File: src/rtl/fdc_hs_pkg.sv
package fdc_hs_pkg;

   localparam int CMD_MAX = 9;
   localparam int CNT_W   = $clog2(CMD_MAX + 1);
   localparam int RES_W   = 3;

   typedef enum logic [1:0] {
      PH_IDLE   = 2'd0,
      PH_CMD    = 2'd1,
      PH_EXEC   = 2'd2,
      PH_RESULT = 2'd3
   } phase_t;

   typedef enum logic [1:0] {
      RK_ECHO  = 2'd0,
      RK_SENSE = 2'd1,
      RK_BAD   = 2'd2
   } res_kind_t;

   typedef struct packed {
      logic [CNT_W-1:0] ncmd;
      logic [RES_W-1:0] nres;
      logic             has_exec;
      res_kind_t        kind;
   } op_info_t;

   localparam logic [4:0] OP_READ   = 5'h06;
   localparam logic [4:0] OP_WRITE  = 5'h05;
   localparam logic [4:0] OP_SEEK   = 5'h0F;
   localparam logic [4:0] OP_RECAL  = 5'h07;
   localparam logic [4:0] OP_DSTAT  = 5'h04;
   localparam logic [4:0] OP_SENSEI = 5'h08;

   localparam logic [7:0] BAD_CODE  = 8'h80;
   localparam logic [5:0] SENSE_HI  = 6'b001000;

   function automatic op_info_t op_lookup(input logic [4:0] op);
      op_info_t r;
      case (op)
         OP_READ, OP_WRITE: r = '{ncmd: 4'd9, nres: 3'd7, has_exec: 1'b1, kind: RK_ECHO};
         OP_SEEK:           r = '{ncmd: 4'd3, nres: 3'd0, has_exec: 1'b1, kind: RK_ECHO};
         OP_RECAL:          r = '{ncmd: 4'd2, nres: 3'd0, has_exec: 1'b1, kind: RK_ECHO};
         OP_DSTAT:          r = '{ncmd: 4'd2, nres: 3'd1, has_exec: 1'b0, kind: RK_ECHO};
         OP_SENSEI:         r = '{ncmd: 4'd1, nres: 3'd2, has_exec: 1'b0, kind: RK_SENSE};
         default:           r = '{ncmd: 4'd1, nres: 3'd1, has_exec: 1'b0, kind: RK_BAD};
      endcase
      return r;
   endfunction

endpackage

File: src/rtl/fdc_strobe_edge.sv
module fdc_strobe_edge #(
   parameter int N_STB = 2
) (
   input  logic             clk,
   input  logic             rst_n,
   input  logic             cs_n,
   input  logic             sel,
   input  logic [N_STB-1:0] stb_n,
   output logic [N_STB-1:0] ev
);
   for (genvar g = 0; g < N_STB; g++) begin : g_stb
      logic idle_q;
      always_ff @(posedge clk or negedge rst_n) begin
         if (!rst_n) idle_q <= 1'b1;
         else        idle_q <= stb_n[g] | cs_n;
      end
      assign ev[g] = idle_q & ~stb_n[g] & ~cs_n & sel;
   end
endmodule

File: src/rtl/fdc_recovery_timer.sv
module fdc_recovery_timer #(
   parameter int CYC = 3000
) (
   input  logic clk,
   input  logic rst_n,
   input  logic start,
   output logic idle
);
   if (CYC < 0) begin : g_bad_cyc
      $error("fdc_recovery_timer: CYC must not be negative");
   end

   if (CYC == 0) begin : g_none
      assign idle = 1'b1;
   end else begin : g_count
      localparam int CW = $clog2(CYC + 1);
      localparam logic [CW-1:0] LOAD = CW'(CYC);
      logic [CW-1:0] cnt;
      always_ff @(posedge clk or negedge rst_n) begin
         if (!rst_n)           cnt <= '0;
         else if (start)       cnt <= LOAD;
         else if (cnt != '0)   cnt <= cnt - 1'b1;
      end
      assign idle = (cnt == '0);
   end
endmodule

File: src/rtl/fdc_phase_ctrl.sv
module fdc_phase_ctrl
   import fdc_hs_pkg::*;
#(
   parameter int         EXEC_W   = 16,
   parameter logic [7:0] RES_MASK = 8'hC0
) (
   input  logic              clk,
   input  logic              rst_n,
   input  logic              wr_ev,
   input  logic              rd_ev,
   input  logic [7:0]        din,
   input  logic              nondma,
   input  logic [EXEC_W-1:0] exec_len,
   input  logic              rec_idle,
   output logic              rqm,
   output logic              dio,
   output logic              busy,
   output logic              ndm,
   output logic              irq,
   output logic [7:0]        res_byte,
   output logic              byte_done,
   output logic              res_read
);
   phase_t           phase;
   op_info_t         info_r;
   op_info_t         info_in;
   op_info_t         fin_info;
   logic [CNT_W-1:0] cnt;
   logic [RES_W-1:0] ridx;
   logic [EXEC_W-1:0] ecnt;
   logic [7:0]       cbuf [CMD_MAX];
   logic             ndm_r;
   logic             pend;
   logic [1:0]       p_unit;
   logic [7:0]       p_cyl;
   logic             wr_take, last_cmd;

   assign rqm       = rec_idle & (phase != PH_EXEC);
   assign dio       = (phase == PH_RESULT);
   assign busy      = (phase != PH_IDLE);
   assign ndm       = (phase == PH_EXEC) & ndm_r;
   assign wr_take   = wr_ev & rqm & ~dio;
   assign res_read  = rd_ev & rqm & dio;
   assign byte_done = wr_take | res_read;

   assign info_in  = op_lookup(din[4:0]);
   assign fin_info = (phase == PH_IDLE) ? info_in : info_r;
   assign last_cmd = wr_take &
                     (((phase == PH_IDLE) && (info_in.ncmd == CNT_W'(1))) ||
                      ((phase == PH_CMD) && ((cnt + 1'b1) == info_r.ncmd)));

   always_comb begin
      case (info_r.kind)
         RK_ECHO:  res_byte = cbuf[ridx] ^ RES_MASK;
         RK_SENSE: res_byte = (ridx == '0) ? {SENSE_HI, p_unit} : p_cyl;
         default:  res_byte = BAD_CODE;
      endcase
      if (phase != PH_RESULT) res_byte = 8'h00;
   end

   always_ff @(posedge clk or negedge rst_n) begin
      if (!rst_n) begin
         for (int i = 0; i < CMD_MAX; i++) cbuf[i] <= 8'h00;
      end else if (wr_take) begin
         if (phase == PH_IDLE)     cbuf[0]   <= din;
         else if (phase == PH_CMD) cbuf[cnt] <= din;
      end
   end

   always_ff @(posedge clk or negedge rst_n) begin
      if (!rst_n) begin
         phase  <= PH_IDLE;
         info_r <= '{ncmd: '0, nres: '0, has_exec: 1'b0, kind: RK_ECHO};
         cnt    <= '0;
         ridx   <= '0;
         ecnt   <= '0;
         ndm_r  <= 1'b0;
         pend   <= 1'b0;
         p_unit <= 2'd0;
         p_cyl  <= 8'h00;
         irq    <= 1'b0;
      end else begin
         if (wr_take && phase == PH_IDLE) begin
            info_r <= info_in;
            phase  <= PH_CMD;
            cnt    <= CNT_W'(1);
         end else if (wr_take && phase == PH_CMD) begin
            cnt <= cnt + 1'b1;
         end

         if (last_cmd) begin
            ridx <= '0;
            if (fin_info.has_exec) begin
               phase <= PH_EXEC;
               ecnt  <= (exec_len == '0) ? EXEC_W'(1) : exec_len;
               ndm_r <= nondma;
            end else begin
               phase <= PH_RESULT;
               if (fin_info.kind == RK_SENSE) begin
                  if (pend) begin
                     info_r.kind <= RK_SENSE;
                     info_r.nres <= RES_W'(2);
                     pend        <= 1'b0;
                     irq         <= 1'b0;
                  end else begin
                     info_r.kind <= RK_BAD;
                     info_r.nres <= RES_W'(1);
                  end
               end
            end
         end

         if (phase == PH_EXEC) begin
            if (ecnt <= EXEC_W'(1)) begin
               irq <= 1'b1;
               if (info_r.nres == '0) begin
                  phase  <= PH_IDLE;
                  pend   <= 1'b1;
                  p_unit <= cbuf[1][1:0];
                  p_cyl  <= (info_r.ncmd == CNT_W'(3)) ? cbuf[2] : 8'h00;
               end else begin
                  phase <= PH_RESULT;
               end
            end else begin
               ecnt <= ecnt - 1'b1;
            end
         end

         if (res_read) begin
            irq <= 1'b0;
            if ((ridx + 1'b1) == info_r.nres) phase <= PH_IDLE;
            else                              ridx  <= ridx + 1'b1;
         end
      end
   end
endmodule

File: src/rtl/fdc_host_if.sv
module fdc_host_if
   import fdc_hs_pkg::*;
#(
   parameter int         RECOV_CYCLES = 3000,
   parameter int         EXEC_W       = 16,
   parameter logic [7:0] RES_MASK     = 8'hC0
) (
   input  logic              clk,
   input  logic              rst_n,
   input  logic              cs_n,
   input  logic              rd_n,
   input  logic              wr_n,
   input  logic              a0,
   input  logic [7:0]        din,
   output logic [7:0]        dout,
   input  logic              nondma,
   input  logic [EXEC_W-1:0] exec_len,
   output logic              irq
);
   if (EXEC_W < 1 || EXEC_W > 32) begin : g_bad_ew
      $error("fdc_host_if: EXEC_W out of range");
   end

   logic [1:0] ev;
   logic       wr_ev, rd_ev;
   logic       rec_idle, rqm, dio, busy, ndm;
   logic       byte_done, res_read;
   logic [7:0] res_byte;
   logic [7:0] status_w;

   fdc_strobe_edge #(.N_STB(2)) u_edge (
      .clk   (clk),
      .rst_n (rst_n),
      .cs_n  (cs_n),
      .sel   (a0),
      .stb_n ({rd_n, wr_n}),
      .ev    (ev)
   );
   assign wr_ev = ev[0];
   assign rd_ev = ev[1];

   fdc_recovery_timer #(.CYC(RECOV_CYCLES)) u_rec (
      .clk   (clk),
      .rst_n (rst_n),
      .start (byte_done),
      .idle  (rec_idle)
   );

   fdc_phase_ctrl #(.EXEC_W(EXEC_W), .RES_MASK(RES_MASK)) u_ctrl (
      .clk       (clk),
      .rst_n     (rst_n),
      .wr_ev     (wr_ev),
      .rd_ev     (rd_ev),
      .din       (din),
      .nondma    (nondma),
      .exec_len  (exec_len),
      .rec_idle  (rec_idle),
      .rqm       (rqm),
      .dio       (dio),
      .busy      (busy),
      .ndm       (ndm),
      .irq       (irq),
      .res_byte  (res_byte),
      .byte_done (byte_done),
      .res_read  (res_read)
   );

   assign status_w = {rqm, dio, ndm, busy, 4'b0000};
   assign dout     = a0 ? res_byte : status_w;
endmodule

File: config.mk
export PLATFORM = sky130hd
export DESIGN_NAME = fdc_host_if
export DESIGN_NICKNAME = d
export VERILOG_FILES = /design/src/rtl/fdc_hs_pkg.sv /design/src/rtl/fdc_strobe_edge.sv /design/src/rtl/fdc_recovery_timer.sv /design/src/rtl/fdc_phase_ctrl.sv /design/src/rtl/fdc_host_if.sv
export SDC_FILE = /design/constraint.sdc
export NUM_CORES = 1
export LEC_CHECK = 0
export ABC_AREA = 0
export BUFFER_PORTS_ARGS = -buffer_cell sky130_fd_sc_hd__buf_2
export CORE_MARGIN = 2
export CORE_UTILIZATION = 35
export CTS_CLUSTER_SIZE = 25
export DETAILED_ROUTE_END_ITERATION = 8
export PLACE_DENSITY = 0.54
export SLEW_MARGIN = 25
export SYNTH_ARGS = -nofsm -noshare
export SYNTH_HDL_FRONTEND = slang
export SYNTH_HIERARCHICAL = 1
export SYNTH_SLANG_ARGS = --single-unit
File: constraint.sdc
create_clock -name clk -period 8.4 [get_ports clk]
set_clock_uncertainty 0.2 [all_clocks]
set_input_delay 1.68 -clock clk [delete_from_list [all_inputs] [get_ports clk]]
set_output_delay 1.68 -clock clk [all_outputs]
set_load 0.02 [all_outputs]
After elaboration in Yosys (flattened, before gate mapping)

Cells that the tools add are included.

Add/subtract/negate cells: 4
$lt $le $gt $ge: 4
Equality and inequality tests: 17
Muxes and demuxes: 57
Bitwise logic cells: 24
Reductions and logical operators: 22

Operators with widths:

| operator                                                                          | number |
|---|---|
| 16-bit 2-to-1 mux                                                                 | 5 |
| 72-bit bitwise mux                                                                | 1 |
| 72-bit 2-to-1 mux                                                                 | 1 |
| 8-bit 2-to-1 mux                                                                  | 8 |
| 10-bit one-hot mux with 5 select lines                                            | 1 |
| 8-bit binary-select mux with 4-bit select                                         | 1 |
| 8-bit demux with 4-bit select                                                     | 1 |
| 12-bit 2-to-1 mux                                                                 | 2 |
| 2-bit 2-to-1 mux                                                                  | 12 |
| 3-bit 2-to-1 mux                                                                  | 7 |
| 5-bit by 3-bit equality test with 1-bit output, second input constant             | 4 |
| 16-bit by 1-bit less-or-equal comparator with 1-bit output, second input constant | 1 |
| 16-bit logical NOT                                                                | 1 |
| 8-bit one-hot mux with 2 select lines                                             | 1 |
| 16-bit by 1-bit subtractor with 16-bit output, second input constant              | 1 |
| 1-bit 2-to-1 mux                                                                  | 14 |
| 1-bit AND                                                                         | 13 |
| 12-bit logical NOT                                                                | 1 |
| 12-bit nonzero test                                                               | 1 |
| 12-bit by 1-bit subtractor with 12-bit output, second input constant              | 1 |
| 5-bit by 4-bit equality test with 1-bit output, second input constant             | 2 |
| 4-bit 2-to-1 mux                                                                  | 2 |
| 2-bit nonzero test                                                                | 4 |
| 2-bit by 1-bit equality test with 1-bit output, second input constant             | 3 |
| 24 further kinds                                                                  | 40 |

Register bits: 134
Input port bits: 31
Word-level logic and storage cells: 153

Depth between registers and ports, before layout

Depth in word-level cells: 13
Depth in mapped cells: 12
Depth with buffers taken out: 11

Cells and area by module

The synthesis kept the hierarchy.

Modules (own cells, without submodules):

| module             | times used | cells each | area an instance (um^2) | seq. area each (um^2) |
|---|---|---|---|---|
| fdc_phase_ctrl     | 1          | 520        | 5671.7                  | 2777.7 |
| fdc_recovery_timer | 1          | 67         | 680.7                   | 300.3 |
| fdc_host_if        | 1          | 9          | 101.3                   | 0.0 |
| fdc_strobe_edge    | 1          | 6          | 90.1                    | 52.6 |

Least setup slack after synthesis

No wires, ideal clock.

Kind: input-to-output
Start point: in a0
End point: out dout[4]
Arrival: 2.121 ns
Data required time: 6.520 ns
Path slack: 4.399 ns
Stages: 2
Path through: buf_6 -> mux2_4

Word-level cells in the longest chain between the ends: 1

RTL lines:

| item             | RTL line          | text |
|---|---|---|
| from (decl)      | fdc_host_if.sv:13 | `input logic a0,` |
| 8-bit 2-to-1 mux | fdc_host_if.sv:69 | `assign dout = a0 ? res_byte : status_w;` |
| to (decl)        | fdc_host_if.sv:15 | `output logic [7:0] dout,` |

No other way between the ends.

Worst setup path in the final report

Start point: reg u_ctrl.ridx[1]
End point: out dout[5]

Word-level cells in the longest chain between the ends: 7

RTL lines:

| item                                                   | RTL line              | text |
|---|---|---|
| from (decl)                                            | fdc_phase_ctrl.sv:29  | `logic [RES_W-1:0] ridx;` |
| from (signal assigned)                                 | fdc_phase_ctrl.sv:132 | `else ridx <= ridx + 1'b1;` |
| 3-bit inverter with 4-bit output (implied by the code) | fdc_phase_ctrl.sv:54  | `RK_ECHO: res_byte = cbuf[ridx] ^ RES_MASK;` |
| 8-bit binary-select mux with 4-bit select              | fdc_phase_ctrl.sv:54  |  |
| 8-bit 2-to-1 mux (implied by the code) (2 in series)   | fdc_phase_ctrl.sv:54  |  |
| 8-bit one-hot mux with 2 select lines (*)              | fdc_phase_ctrl.sv:53  | `case (info_r.kind)` |
| 8-bit 2-to-1 mux (*)                                   | fdc_phase_ctrl.sv:58  | `if (phase != PH_RESULT) res_byte = 8'h00;` |
| via res_byte[5]                                        | fdc_host_if.sv:28     | `logic [7:0] res_byte;` |
| 8-bit 2-to-1 mux (*)                                   | fdc_host_if.sv:69     |  |

The timed path passes the listed nets; every way through them passes the cells marked *. The select of a mux whose other input is x is not followed.

==> results.tsv <==
stage	metric	value	unit
run_status	run_status	finished, final reports clean	
finish	final_common_cell	dfrtp_1	
synthesis	syn_nets	643	
clock_network	cts_tree	done	
clock_network	clk-insertion-delay-late	0.42	ns
place	place.gp.congestion	0.796	
routing	drc	0	
finish	layout_common_cells	dfrtp_1 (123), nand2_1 (68), mux2_2 (58)	
sta	setup_tns	0	ns
place	place_hpwl	10800	µm
power_and_ir_drop	cellPowerDensity	185	nW/µm²
setup_path	worst-path-buf-inv	2	
finish	final_cells	888	
floorplan	coreArea	18500	µm²
clock_network	post_cts_buffers	0	
clock_network	cts_buffer_depth	2	
global_route	gr-total-overflow	0	
floorplan	initial_core_util	0.353	
synthesis	synth-async-reset-ratio	1.00	
clock_network	hold_buffers	0	
floorplan	die-area	19800	µm²
floorplan	pin_count	40	
hold_path	hp-class	register to register	
synthesis	synth_cell_type_count	65	
routing	wirelength	15800	µm
global_route	antenna_found_initial	0	
routing	drt_iter0_markers	332	
sta	hold_viol_final	0	
hold_path	min-delay-start	u_ctrl/p_cyl[6]$_DFFE_PN0P_	
setup_path	worstPathCellList	inv_1, ha_1, nand2_1, a21oi_1, a221oi_1, nor3_1, mux2_4, buf_2	
global_route	grt_usage	0.166	
floorplan	rows	50	
setup_path	worstPathArrival	2.90	ns
routing	num_vias	4802	
place	dp.cells	857	
synthesis	ys_seq_area_frac	0.478	
clock_network	post_cts_resized	0	
place	pre_cts_ws	4.03	ns
synthesis	netlist_area	6540	µm²
finish	multi_input_area	3230	µm²
global_route	grt_pass1_vias	4771	
setup_path	reg2reg_depth	10	
clock_network	cts_max_level	4	
finish	areaGrowthSynthToFinish	15.7	%
setup_path	cp_slowest_cell	dfrtp_1	
setup_path	crit_start	u_ctrl/ridx[1]$_DFF_PN0_	
setup_path	worstReg2RegEnd	u_ctrl/cbuf[9]$_DFFE_PN0P_	
sta	period_minus_slack	4.78	ns
clock_network	cts_root_buffer	clkbuf_16	
setup_path	worstPathRequired	6.52	ns
setup_path	critPathTopFamily	flip-flops	
setup_path	cp-end-kind	primary output	
routing	route.detailed.wl_per_inst	17.8	µm
routing	vias_per_cell	5.41	
sta	relSlewSlack	0.405	
setup_path	cp.depth	8	
synthesis	synthCells	602	
clock_network	cts_sinks	125	
sta	whs	0.274	ns
sta	rsz0062_at_grt	no	
routing	ant_nets	0	
floorplan	chipWidth	141	µm
sta	fmax	209	MHz
floorplan	die_y	141	µm
synthesis	ys.flop_type	dfrtp_1	
sta	finalSetupViolCount	0	
power_and_ir_drop	p_leak	3.53	nW
finish	drive_gt1_frac	0.268	
sta	tightestPinTransition	0.892	ns
setup_path	rrSetupSlack	4.86	ns
flow_run	maxCapViolations	0	
finish	final_nets	683	
synthesis	ys_seq_elements	125	
routing	dr.pass1.iters	4	
power_and_ir_drop	vdd_drop_max	145	µV
finish	seqCellArea	3130	µm²
synthesis	yosys_warnings	6	
clock_network	clk_pin_slew	0.06	ns
setup_path	critPathKind	register to primary output	
synthesis	synth_edf_count	0	
global_route	grt_pass1_wl	25700	µm
setup_path	crit_path_start_kind	register	
clock_network	numCtsBuffers	17	
sta	timing.final.ws_setup	3.62	ns
power_and_ir_drop	total_power	1.40	mW
place	port_buffers	39	
setup_path	rr_startpoint	u_rec/g_count.cnt[0]$_DFFE_PN0P_	
finish	diodes	0	
sta	drv_slew	0	
hold_path	min_path_cells	2	
synthesis	syn_avg_cell_area	10.9	µm²
hold_path	whs_endpoint	u_ctrl/p_cyl[6]$_DFFE_PN0P_	
global_route	grt_max_degree	81	
sta	timing.final.crit_share	0.569	
setup_path	max_stage_delay	0.92	ns
finish	n_fill_cell	1783	
setup_path	cp_max_fo	19	
==> synthesized netlist by cell type, drive strengths merged (3+ instances only) <==
cell type / instances / area share
dfrtp: 123 / 0.47
nand2: 68 / 0.039
mux2: 64 / 0.11
nor2: 48 / 0.028
o21ai: 41 / 0.031
a21oi: 34 / 0.026
inv: 20 / 0.011
nor3: 17 / 0.013
mux4: 16 / 0.055
nand2b: 15 / 0.014
buf: 11 / 0.011
nand3: 11 / 0.0099
clkbuf: 10 / 0.0057
ha: 10 / 0.019
mux2i: 9 / 0.014
a311oi: 7 / 0.0094
nor2b: 7 / 0.0067
nor4: 7 / 0.012
xnor2: 7 / 0.0094
and2: 5 / 0.0055
nand4: 5 / 0.0048
xor2: 5 / 0.0067
nand3b: 4 / 0.0046
nor3b: 4 / 0.0046
or2: 4 / 0.0038
a211oi: 3 / 0.0034
a21o: 3 / 0.0034
a22o: 3 / 0.0040
o211ai: 3 / 0.0034
o221ai: 3 / 0.0040
o31ai: 3 / 0.0034
==> cell type report <==
cell class,count,area share
Tap cell,234,0.0387
Clock inverter,14,0.0245
Inverter,21,0.0104
Multi-Input combinational cell,435,0.427
Sequential cell,125,0.414
Timing Repair Buffer,42,0.0296
Clock buffer,17,0.0562
==> flip-flops by register name (all words and copies together) (netlist names), 2 cells and up <==
signal               cells
u_ctrl/cbuf             64
u_ctrl/info_r            9
u_ctrl/p_cyl             8
u_ctrl/ridx              3
u_ctrl/phase             2
u_rec/g_count.cnt       12
u_ctrl/ecnt             16
u_ctrl/cnt               4
u_ctrl/p_unit            2
u_edge/g_stb.idle_q      2
==> worst max path at each step <==
stage                                to  slack [ns]
6_report                        dout[5]        3.62
5_1_grt                         dout[7]        3.37
4_1_cts                         dout[5]        3.56
3_5_place_dp   u_ctrl/ecnt[0]$_DFF_PN0_        4.03
3_3_place_gp                    dout[7]        4.05
2_1_floorplan                   dout[4]        4.40
==> worst register-to-register path, cell delays in order, from the launching register on <==
cell	delay (ns)
dfrtp_1	0.41
inv_1	0.10
ha_1	0.21
nor3b_1	0.26
nand3_2	0.18
inv_1	0.23
and3b_1	0.28
nand2_1	0.15
nor3b_1	0.46
nand2_1	0.51
mux2_2	0.43
==> through the flow <==
stage / util / cell area (µm²)
2_1_floorplan: - / 6540
3_3_place_gp: 0.375 / 6950
3_5_place_dp: 0.376 / 6950
4_1_cts: 0.409 / 7560
5_1_grt: 0.409 / 7570
6_report: 0.409 / 7570
==> routing by layer <==
metal	vias to the layer above	GRT usage	part of all wire
met1	2402	0.232	0.48
met2	130	0.255	0.46
met3	7	0.0452	0.053
li1	2263	-	-
met4	0	0.0437	0.0090
met5	-	0	0
==> cell families after synthesis <==
family          after synthesis  share of synthesized area
xor+xnor                     12                     0.0161
simple gates                207                      0.164
buf+inv                      42                     0.0283
compound gates              117                      0.112
fa+ha+maj                    10                     0.0191
mux                          89                      0.182
flops                       125                      0.478
==> where the power goes <==
| group | leakage [nW] | internal (mW) | switching, mW |
|---|---|---|---|
| Sequential | 1.69 | 0.603 | 0.000108 |
| Clock | 0.283 | 0.472 | 0.288 |
| Combinational | 1.56 | 0.00909 | 0.0256 |
| Total | 3.53 | 1.08 | 0.314 |
Power figures use the tool's default switching activity.
